**config.mk**
```make
export PLATFORM = sky130hd
export DESIGN_NAME = trap_return_unit
export DESIGN_NICKNAME = d
export VERILOG_FILES = /design/src/rtl/trs_pkg.sv /design/src/rtl/trs_store.sv /design/src/rtl/trs_cwp_map.sv /design/src/rtl/trs_decode.sv /design/src/rtl/trap_return_unit.sv
export SDC_FILE = /design/constraint.sdc
export NUM_CORES = 2
export LEC_CHECK = 0
export BUFFER_PORTS_ARGS = -buffer_cell sky130_fd_sc_hd__buf_2
export CAP_MARGIN = 20
export CORE_UTILIZATION = 60
export DETAILED_ROUTE_END_ITERATION = 8
export HOLD_SLACK_MARGIN = 0.06
export PLACE_DENSITY = 0.91
export SLEW_MARGIN = 40
export SYNTH_ARGS = -nofsm -noshare
export SYNTH_HDL_FRONTEND = slang
export SYNTH_SLANG_ARGS = --single-unit
```
**constraint.sdc**
```tcl
create_clock -name clk_i -period 10.92 [get_ports clk_i]
set_input_delay 1.092 -clock clk_i [delete_from_list [all_inputs] [get_ports clk_i]]
set_output_delay 1.092 -clock clk_i [all_outputs]
set_load 0.02 [all_outputs]
```
**src/rtl/trs_pkg.sv**
```systemverilog
package trs_pkg;
  localparam int TS_W     = 43;
  localparam int CWP_LSB  = 0;
  localparam int PST_LSB  = 8;
  localparam int ASI_LSB  = 24;
  localparam int ICC_LSB  = 32;
  localparam int XCC_LSB  = 36;
  localparam int GL_LSB   = 40;
  localparam logic [11:0] PST_KEEP  = 12'hF3F;
  localparam logic [11:0] PST_GBANK = 12'hC01;

  typedef struct packed {
    logic [3:0]  xcc;
    logic [3:0]  icc;
    logic [7:0]  asi;
    logic [11:0] pst;
    logic [2:0]  gl;
  } ts_fields_t;
endpackage

```
**src/rtl/trs_store.sv**
```systemverilog
module trs_store #(
  parameter int MAX_TL = 6,
  parameter int PC_W   = 64,
  parameter int HPS_W  = 8,
  parameter int TLW    = $clog2(MAX_TL + 1)
) (
  input  logic                   clk_i,
  input  logic                   rst_ni,
  input  logic                   we_i,
  input  logic [TLW-1:0]         wlvl_i,
  input  logic [PC_W-1:0]        wtpc_i,
  input  logic [PC_W-1:0]        wtnpc_i,
  input  logic [trs_pkg::TS_W-1:0] wstate_i,
  input  logic [HPS_W-1:0]       whps_i,
  input  logic [TLW-1:0]         rlvl_i,
  output logic [PC_W-1:0]        rtpc_o,
  output logic [PC_W-1:0]        rtnpc_o,
  output logic [trs_pkg::TS_W-1:0] rstate_o,
  output logic [HPS_W-1:0]       rhps_o
);
  localparam int DEPTH = MAX_TL + 1;

  logic [PC_W-1:0]          tpc_q   [DEPTH];
  logic [PC_W-1:0]          tnpc_q  [DEPTH];
  logic [trs_pkg::TS_W-1:0] state_q [DEPTH];
  logic [HPS_W-1:0]         hps_q   [DEPTH];

  logic wr_ok, rd_ok;
  assign wr_ok = we_i && (wlvl_i != '0) && (32'(wlvl_i) <= MAX_TL);
  assign rd_ok = 32'(rlvl_i) <= MAX_TL;

  // slot 0 is never written and reads as zero
  always_ff @(posedge clk_i or negedge rst_ni) begin
    if (!rst_ni) begin
      for (int l = 0; l < DEPTH; l++) begin
        tpc_q[l]   <= '0;
        tnpc_q[l]  <= '0;
        state_q[l] <= '0;
        hps_q[l]   <= '0;
      end
    end else if (wr_ok) begin
      tpc_q[wlvl_i]   <= wtpc_i;
      tnpc_q[wlvl_i]  <= wtnpc_i;
      state_q[wlvl_i] <= wstate_i;
      hps_q[wlvl_i]   <= whps_i;
    end
  end

  assign rtpc_o   = rd_ok ? tpc_q[rlvl_i]   : '0;
  assign rtnpc_o  = rd_ok ? tnpc_q[rlvl_i]  : '0;
  assign rstate_o = rd_ok ? state_q[rlvl_i] : '0;
  assign rhps_o   = rd_ok ? hps_q[rlvl_i]   : '0;
endmodule

```
**src/rtl/trs_cwp_map.sv**
```systemverilog
module trs_cwp_map #(
  parameter int NWIN = 8,
  parameter int CWPW = $clog2(NWIN)
) (
  input  logic [7:0]      raw_i,
  output logic [CWPW-1:0] cwp_o
);
  logic [7:0] red;

  if ((NWIN & (NWIN - 1)) == 0) begin : g_pow2
    assign red = 8'(raw_i[CWPW-1:0]);
  end else begin : g_mod
    assign red = raw_i % 8'(NWIN);
  end

  // stored pointer counts the opposite way
  assign cwp_o = CWPW'(NWIN - 1) - red[CWPW-1:0];

  logic unused_red;
  assign unused_red = ^red[7:CWPW];
endmodule

```
**src/rtl/trs_decode.sv**
```systemverilog
module trs_decode
  import trs_pkg::*;
#(
  parameter int PC_W  = 64,
  parameter int NWIN  = 8,
  parameter bit GL_EN = 1'b1,
  parameter int CWPW  = $clog2(NWIN)
) (
  input  logic              retry_i,
  input  logic [PC_W-1:0]   tpc_i,
  input  logic [PC_W-1:0]   tnpc_i,
  input  logic [TS_W-1:0]   state_i,
  output logic [PC_W-1:0]   pc_o,
  output logic [PC_W-1:0]   npc_o,
  output ts_fields_t        fld_o,
  output logic [CWPW-1:0]   cwp_o
);
  localparam logic [11:0] PST_MASK = GL_EN ? (PST_KEEP & ~PST_GBANK) : PST_KEEP;

  always_comb begin
    if (retry_i) begin
      pc_o  = tpc_i;
      npc_o = tnpc_i;
    end else begin
      pc_o  = tnpc_i;
      npc_o = tnpc_i + PC_W'(4);
    end
  end

  always_comb begin
    fld_o.xcc = state_i[XCC_LSB +: 4];
    fld_o.icc = state_i[ICC_LSB +: 4];
    fld_o.asi = state_i[ASI_LSB +: 8];
    fld_o.pst = state_i[PST_LSB +: 12] & PST_MASK;
    fld_o.gl  = state_i[GL_LSB +: 3];
  end

  trs_cwp_map #(.NWIN(NWIN), .CWPW(CWPW)) u_cwp (
    .raw_i (state_i[CWP_LSB +: 8]),
    .cwp_o (cwp_o)
  );

  logic unused_gap;
  assign unused_gap = ^state_i[23:20];
endmodule

```
**src/rtl/trap_return_unit.sv**
```systemverilog
module trap_return_unit
  import trs_pkg::*;
#(
  parameter int MAX_TL = 6,
  parameter int NWIN   = 8,
  parameter bit GL_EN  = 1'b1,
  parameter int PC_W   = 64,
  parameter int HPS_W  = 8,
  localparam int TLW   = $clog2(MAX_TL + 1),
  localparam int CWPW  = $clog2(NWIN)
) (
  input  logic              clk_i,
  input  logic              rst_ni,
  input  logic              ts_we_i,
  input  logic [TLW-1:0]    ts_lvl_i,
  input  logic [PC_W-1:0]   ts_tpc_i,
  input  logic [PC_W-1:0]   ts_tnpc_i,
  input  logic [TS_W-1:0]   ts_state_i,
  input  logic [HPS_W-1:0]  ts_hps_i,
  input  logic              tl_ld_i,
  input  logic [TLW-1:0]    tl_val_i,
  input  logic              cmd_valid_i,
  input  logic              cmd_retry_i,
  output logic [PC_W-1:0]   pc_o,
  output logic [PC_W-1:0]   npc_o,
  output logic [3:0]        xcc_o,
  output logic [3:0]        icc_o,
  output logic [7:0]        asi_o,
  output logic [11:0]       pstate_o,
  output logic [CWPW-1:0]   cwp_o,
  output logic [2:0]        gl_o,
  output logic [HPS_W-1:0]  hpstate_o,
  output logic [TLW-1:0]    tl_o,
  output logic              done_o,
  output logic              illegal_o
);
  logic [PC_W-1:0]  rd_tpc, rd_tnpc, nx_pc, nx_npc;
  logic [TS_W-1:0]  rd_state;
  logic [HPS_W-1:0] rd_hps;
  ts_fields_t       nx_fld;
  logic [CWPW-1:0]  nx_cwp;

  logic [PC_W-1:0]  pc_q, npc_q;
  logic [3:0]       xcc_q, icc_q;
  logic [7:0]       asi_q;
  logic [11:0]      pst_q;
  logic [CWPW-1:0]  cwp_q;
  logic [2:0]       gl_q;
  logic [HPS_W-1:0] hps_q;
  logic [TLW-1:0]   tl_q, tl_clamp;
  logic             done_q, ill_q;

  logic fire, bad;
  assign fire = cmd_valid_i && (tl_q != '0);
  assign bad  = cmd_valid_i && (tl_q == '0);
  assign tl_clamp = (32'(tl_val_i) > MAX_TL) ? TLW'(MAX_TL) : tl_val_i;

  trs_store #(.MAX_TL(MAX_TL), .PC_W(PC_W), .HPS_W(HPS_W), .TLW(TLW)) u_store (
    .clk_i    (clk_i),
    .rst_ni   (rst_ni),
    .we_i     (ts_we_i),
    .wlvl_i   (ts_lvl_i),
    .wtpc_i   (ts_tpc_i),
    .wtnpc_i  (ts_tnpc_i),
    .wstate_i (ts_state_i),
    .whps_i   (ts_hps_i),
    .rlvl_i   (tl_q),
    .rtpc_o   (rd_tpc),
    .rtnpc_o  (rd_tnpc),
    .rstate_o (rd_state),
    .rhps_o   (rd_hps)
  );

  trs_decode #(.PC_W(PC_W), .NWIN(NWIN), .GL_EN(GL_EN), .CWPW(CWPW)) u_dec (
    .retry_i (cmd_retry_i),
    .tpc_i   (rd_tpc),
    .tnpc_i  (rd_tnpc),
    .state_i (rd_state),
    .pc_o    (nx_pc),
    .npc_o   (nx_npc),
    .fld_o   (nx_fld),
    .cwp_o   (nx_cwp)
  );

  always_ff @(posedge clk_i or negedge rst_ni) begin
    if (!rst_ni) begin
      pc_q   <= '0;
      npc_q  <= '0;
      xcc_q  <= '0;
      icc_q  <= '0;
      asi_q  <= '0;
      pst_q  <= '0;
      cwp_q  <= '0;
      tl_q   <= '0;
      done_q <= 1'b0;
      ill_q  <= 1'b0;
    end else begin
      done_q <= fire;
      ill_q  <= bad;
      if (fire) begin
        pc_q  <= nx_pc;
        npc_q <= nx_npc;
        xcc_q <= nx_fld.xcc;
        icc_q <= nx_fld.icc;
        asi_q <= nx_fld.asi;
        pst_q <= nx_fld.pst;
        cwp_q <= nx_cwp;
        tl_q  <= tl_q - 1'b1;
      end else if (tl_ld_i && !cmd_valid_i) begin
        tl_q <= tl_clamp;
      end
    end
  end

  if (GL_EN) begin : g_gl
    always_ff @(posedge clk_i or negedge rst_ni) begin
      if (!rst_ni) begin
        gl_q  <= '0;
        hps_q <= '0;
      end else if (fire) begin
        gl_q  <= nx_fld.gl;
        hps_q <= rd_hps;
      end
    end
  end else begin : g_nogl
    assign gl_q  = '0;
    assign hps_q = '0;
  end

  assign pc_o      = pc_q;
  assign npc_o     = npc_q;
  assign xcc_o     = xcc_q;
  assign icc_o     = icc_q;
  assign asi_o     = asi_q;
  assign pstate_o  = pst_q;
  assign cwp_o     = cwp_q;
  assign gl_o      = gl_q;
  assign hpstate_o = hps_q;
  assign tl_o      = tl_q;
  assign done_o    = done_q;
  assign illegal_o = ill_q;
endmodule

```
==> flow_summary.json <==
{
  "run_status": "finished with violations",
  "failed_checks": "design-rule violations",
  "dp_hpwl_um": 98670,
  "wire_per_inst_um": 28.57,
  "fin_cells": 5812,
  "multi_input_area_um2": 24020,
  "final_common_cell": "dfrtp_1",
  "endpoint_kind": "flop",
  "areaGrowthSynthToFinish_pct": 11.75,
  "dp_cells": 5540,
  "worstPathRequired_ns": 11.58,
  "crit_type": "reg2reg",
  "avgSynthCellArea_um2": 13.68,
  "totalWireLength_um": 166000,
  "regToRegStartpoint": "tl_o[0]$_DFFE_PN0P_",
  "total_power_mw": 17.96,
  "cts_tree": "built",
  "cts.path.max_buffers": 3,
  "cts_setup_buffers": 0,
  "synth-edff-count": 0,
  "rsz0062_at_grt": "no",
  "cp.arrival_ns": 6.59,
  "place_area_um2": 61390,
  "design_area_um2": 66080,
  "r2r_cells": 13,
  "synth.distinct_cells": 75,
  "critPathLaunchType": "flop",
  "fin_ws_ns": 4.994,
  "grt_max_degree": 130,
  "fin_skew_ns": 0.03023,
  "fmax_mhz": 168.8,
  "drc": 1,
  "initial_core_util_pct": 60.87,
  "core_area_um2": 97140,
  "cts_buffers": 133,
  "cts-root-buf": "clkbuf_16",
  "clk_pin_slew_ns": 0.06,
  "grt_pass1_wl_um": 251800,
  "crit_start": "tl_o[0]$_DFFE_PN0P_",
  "drive_above_1_share_pct": 41.22,
  "synthArstFlopShare_pct": 100.0,
  "finalHoldViolations": 0,
  "antenna_found_initial": 51,
  "final-seq-area_um2": 33170,
  "netlist_area_um2": 59130,
  "synth-seq-cells": 1325,
  "nFillCells": 6111,
  "ff2ff_setup_slack_ns": 4.99,
  "cap_violations": 0,
  "mostFrequentLayoutCells": "dfrtp_1, mux2_2, buf_2",
  "fin_crit_sh_pct": 54.26,
  "drtIter0Drc": 4401,
  "p_per_area_nw_per_um2": 271.8,
  "clock-sinks": 1325,
  "track_usage_pct": 33.45,
  "worstMarginPinSlew_ns": 0.9769,
  "ys.flop_type": "dfrtp_1",
  "slew_headroom_pct": 34.87,
  "die_area_um2": 99810,
  "yosysSeqAreaShare_pct": 56.07,
  "gp_congestion": 0.9360,
  "critical_path.endpoint": "npc_o[62]$_DFFE_PN0P_",
  "die_x_um": 315.9,
  "num-nets-final": 4596,
  "ios": 366,
  "vdd_ir_drop_max_v": 0.0001942,
  "fin_setup_tns_ns": 0,
  "timing.rr.end": "npc_o[62]$_DFFE_PN0P_",
  "setup_viol": 0,
  "htree_levels": 4,
  "p_leak_nw": 29.08,
  "place_ws_ns": 4.874,
  "grt_remaining_overflow": 0,
  "grt_pass1_vias": 41390,
  "ant_nets": 0,
  "hold_class": "in2async",
  "vias_per_cell": 6.730,
  "synth_warnings": 0,
  "portBuffers": 346,
  "firstDrtPassIters": 9,
  "crit_fanout": 37,
  "row_count": 114,
  "clk_latency_ns": 0.75,
  "vias": 39110,
  "drv_slew": 0,
  "cts_hold_buffers": 0,
  "synthCells": 4323,
  "cts_resized": 0,
  "chipHeight_um": 315.9,
  "layout_min_cycle_time_ns": 5.926
}
[worst max-delay path, stage by stage (launching register included)]
cell      delay [ns]
dfrtp_4         0.73
inv_4           0.56
ha_1            0.66
or2b_2          0.54
a22o_1          0.20
a31oi_1         0.30
inv_1           0.15
ha_1            0.18
nand2b_1        0.16
nor4_2          0.45
nand3_1         0.65
or3_1           0.63
o31a_1          0.32
o31ai_1         0.21
[synth_stat cells, types with 18 or more instances]
library cell	n	area share [%]
nand2b_1	25	0.26
a22o_1	40	0.59
buf_2	41	0.35
nor3_1	34	0.29
a31oi_1	21	0.22
nand3_1	22	0.19
nor4_1	23	0.24
nor2_1	93	0.59
o211ai_1	117	1.5
o21a_1	55	0.70
o22ai_1	31	0.33
o21ai_0	104	0.88
clkbuf_1	366	2.3
xor2_1	30	0.44
mux2_2	1054	20
dfrtp_1	1325	56
a21oi_1	67	0.57
a221o_1	72	1.2
a22oi_1	22	0.28
buf_1	33	0.21
a32oi_1	20	0.30
nand2_1	172	1.1
nand4_1	18	0.19
mux4_2	118	4.5
mux2i_1	197	3.3
[routing by layer]
| metal | vias to the layer above | share of wire [%] | GRT usage (%) |
|---|---|---|---|
| li1 | 15970 | - | - |
| met1 | 20410 | 37 | 41.88 |
| met2 | 2168 | 47 | 51.78 |
| met3 | 544 | 10 | 10.23 |
| met4 | 30 | 5.3 | 19.38 |
| met5 | - | 0.12 | 0 |
[state kept, by name, indices dropped and copies added, names as in the netlist]
name             cells
u_store.tnpc_q     448
u_store.tpc_q      448
u_store.state_q    203
npc_o               64
pc_o                64
u_store.hps_q       56
asi_o                8
hpstate_o            8
pstate_o             7
icc_o                4
xcc_o                4
cwp_o                3
gl_o                 3
tl_o                 3
done_o               1
illegal_o            1
[stage by stage]
| stage | util [%] | hold WS, ns |
|---|---|---|
| 2_1_floorplan | - | 0.4246 |
| 3_3_place_gp | 62.87 | 0.3604 |
| 3_5_place_dp | 63.20 | 0.3632 |
| 4_1_cts | 67.86 | 0.3197 |
| 5_1_grt | 68.00 | 0.3625 |
| 6_report | 68.02 | 0.2861 |
[worst min-delay path by stage]
stage                                            to  cells past startpoint
CTS                 u_store.state_q[71]$_DFFE_PN0P_                      1
finish              u_store.state_q[71]$_DFFE_PN0P_                      1
global route        u_store.state_q[71]$_DFFE_PN0P_                      1
global placement     u_store.tpc_q[401]$_DFFE_PN0P_                      0
detailed placement    u_store.hps_q[55]$_DFFE_PN0P_                      0
floorplan             u_store.hps_q[48]$_DFFE_PN0P_                      1
[layout make-up]
class                   count  share of cell area [%]
repair buffers            415                   3.990
inverters                  11                 0.07764
flip-flops and latches   1325                   50.20
well taps                1276                   2.416
clock buffers             186                   5.874
multi-input cells        2515                   36.35
diodes                     33                  0.1250
clock inverters            51                  0.9733
[logic make-up after synthesis]
| group | after synthesis | synth area share [%] |
|---|---|---|
| compound gates | 621 | 7.577 |
| xor+xnor | 45 | 0.6665 |
| fa+ha+maj | 4 | 0.08464 |
| buf+inv | 487 | 3.618 |
| flops | 1325 | 56.07 |
| mux | 1369 | 27.90 |
| other cells | 1 | 0.006342 |
| simple gates | 471 | 4.071 |
[power by group]
part | internal [mW] | switching, mW
Clock | 2.72 | 2.01
Combinational | 2.56 | 3.86
Sequential | 6.00 | 0.811
Total | 11.3 | 6.68
Note: power is estimated with default switching activity, not from simulation.
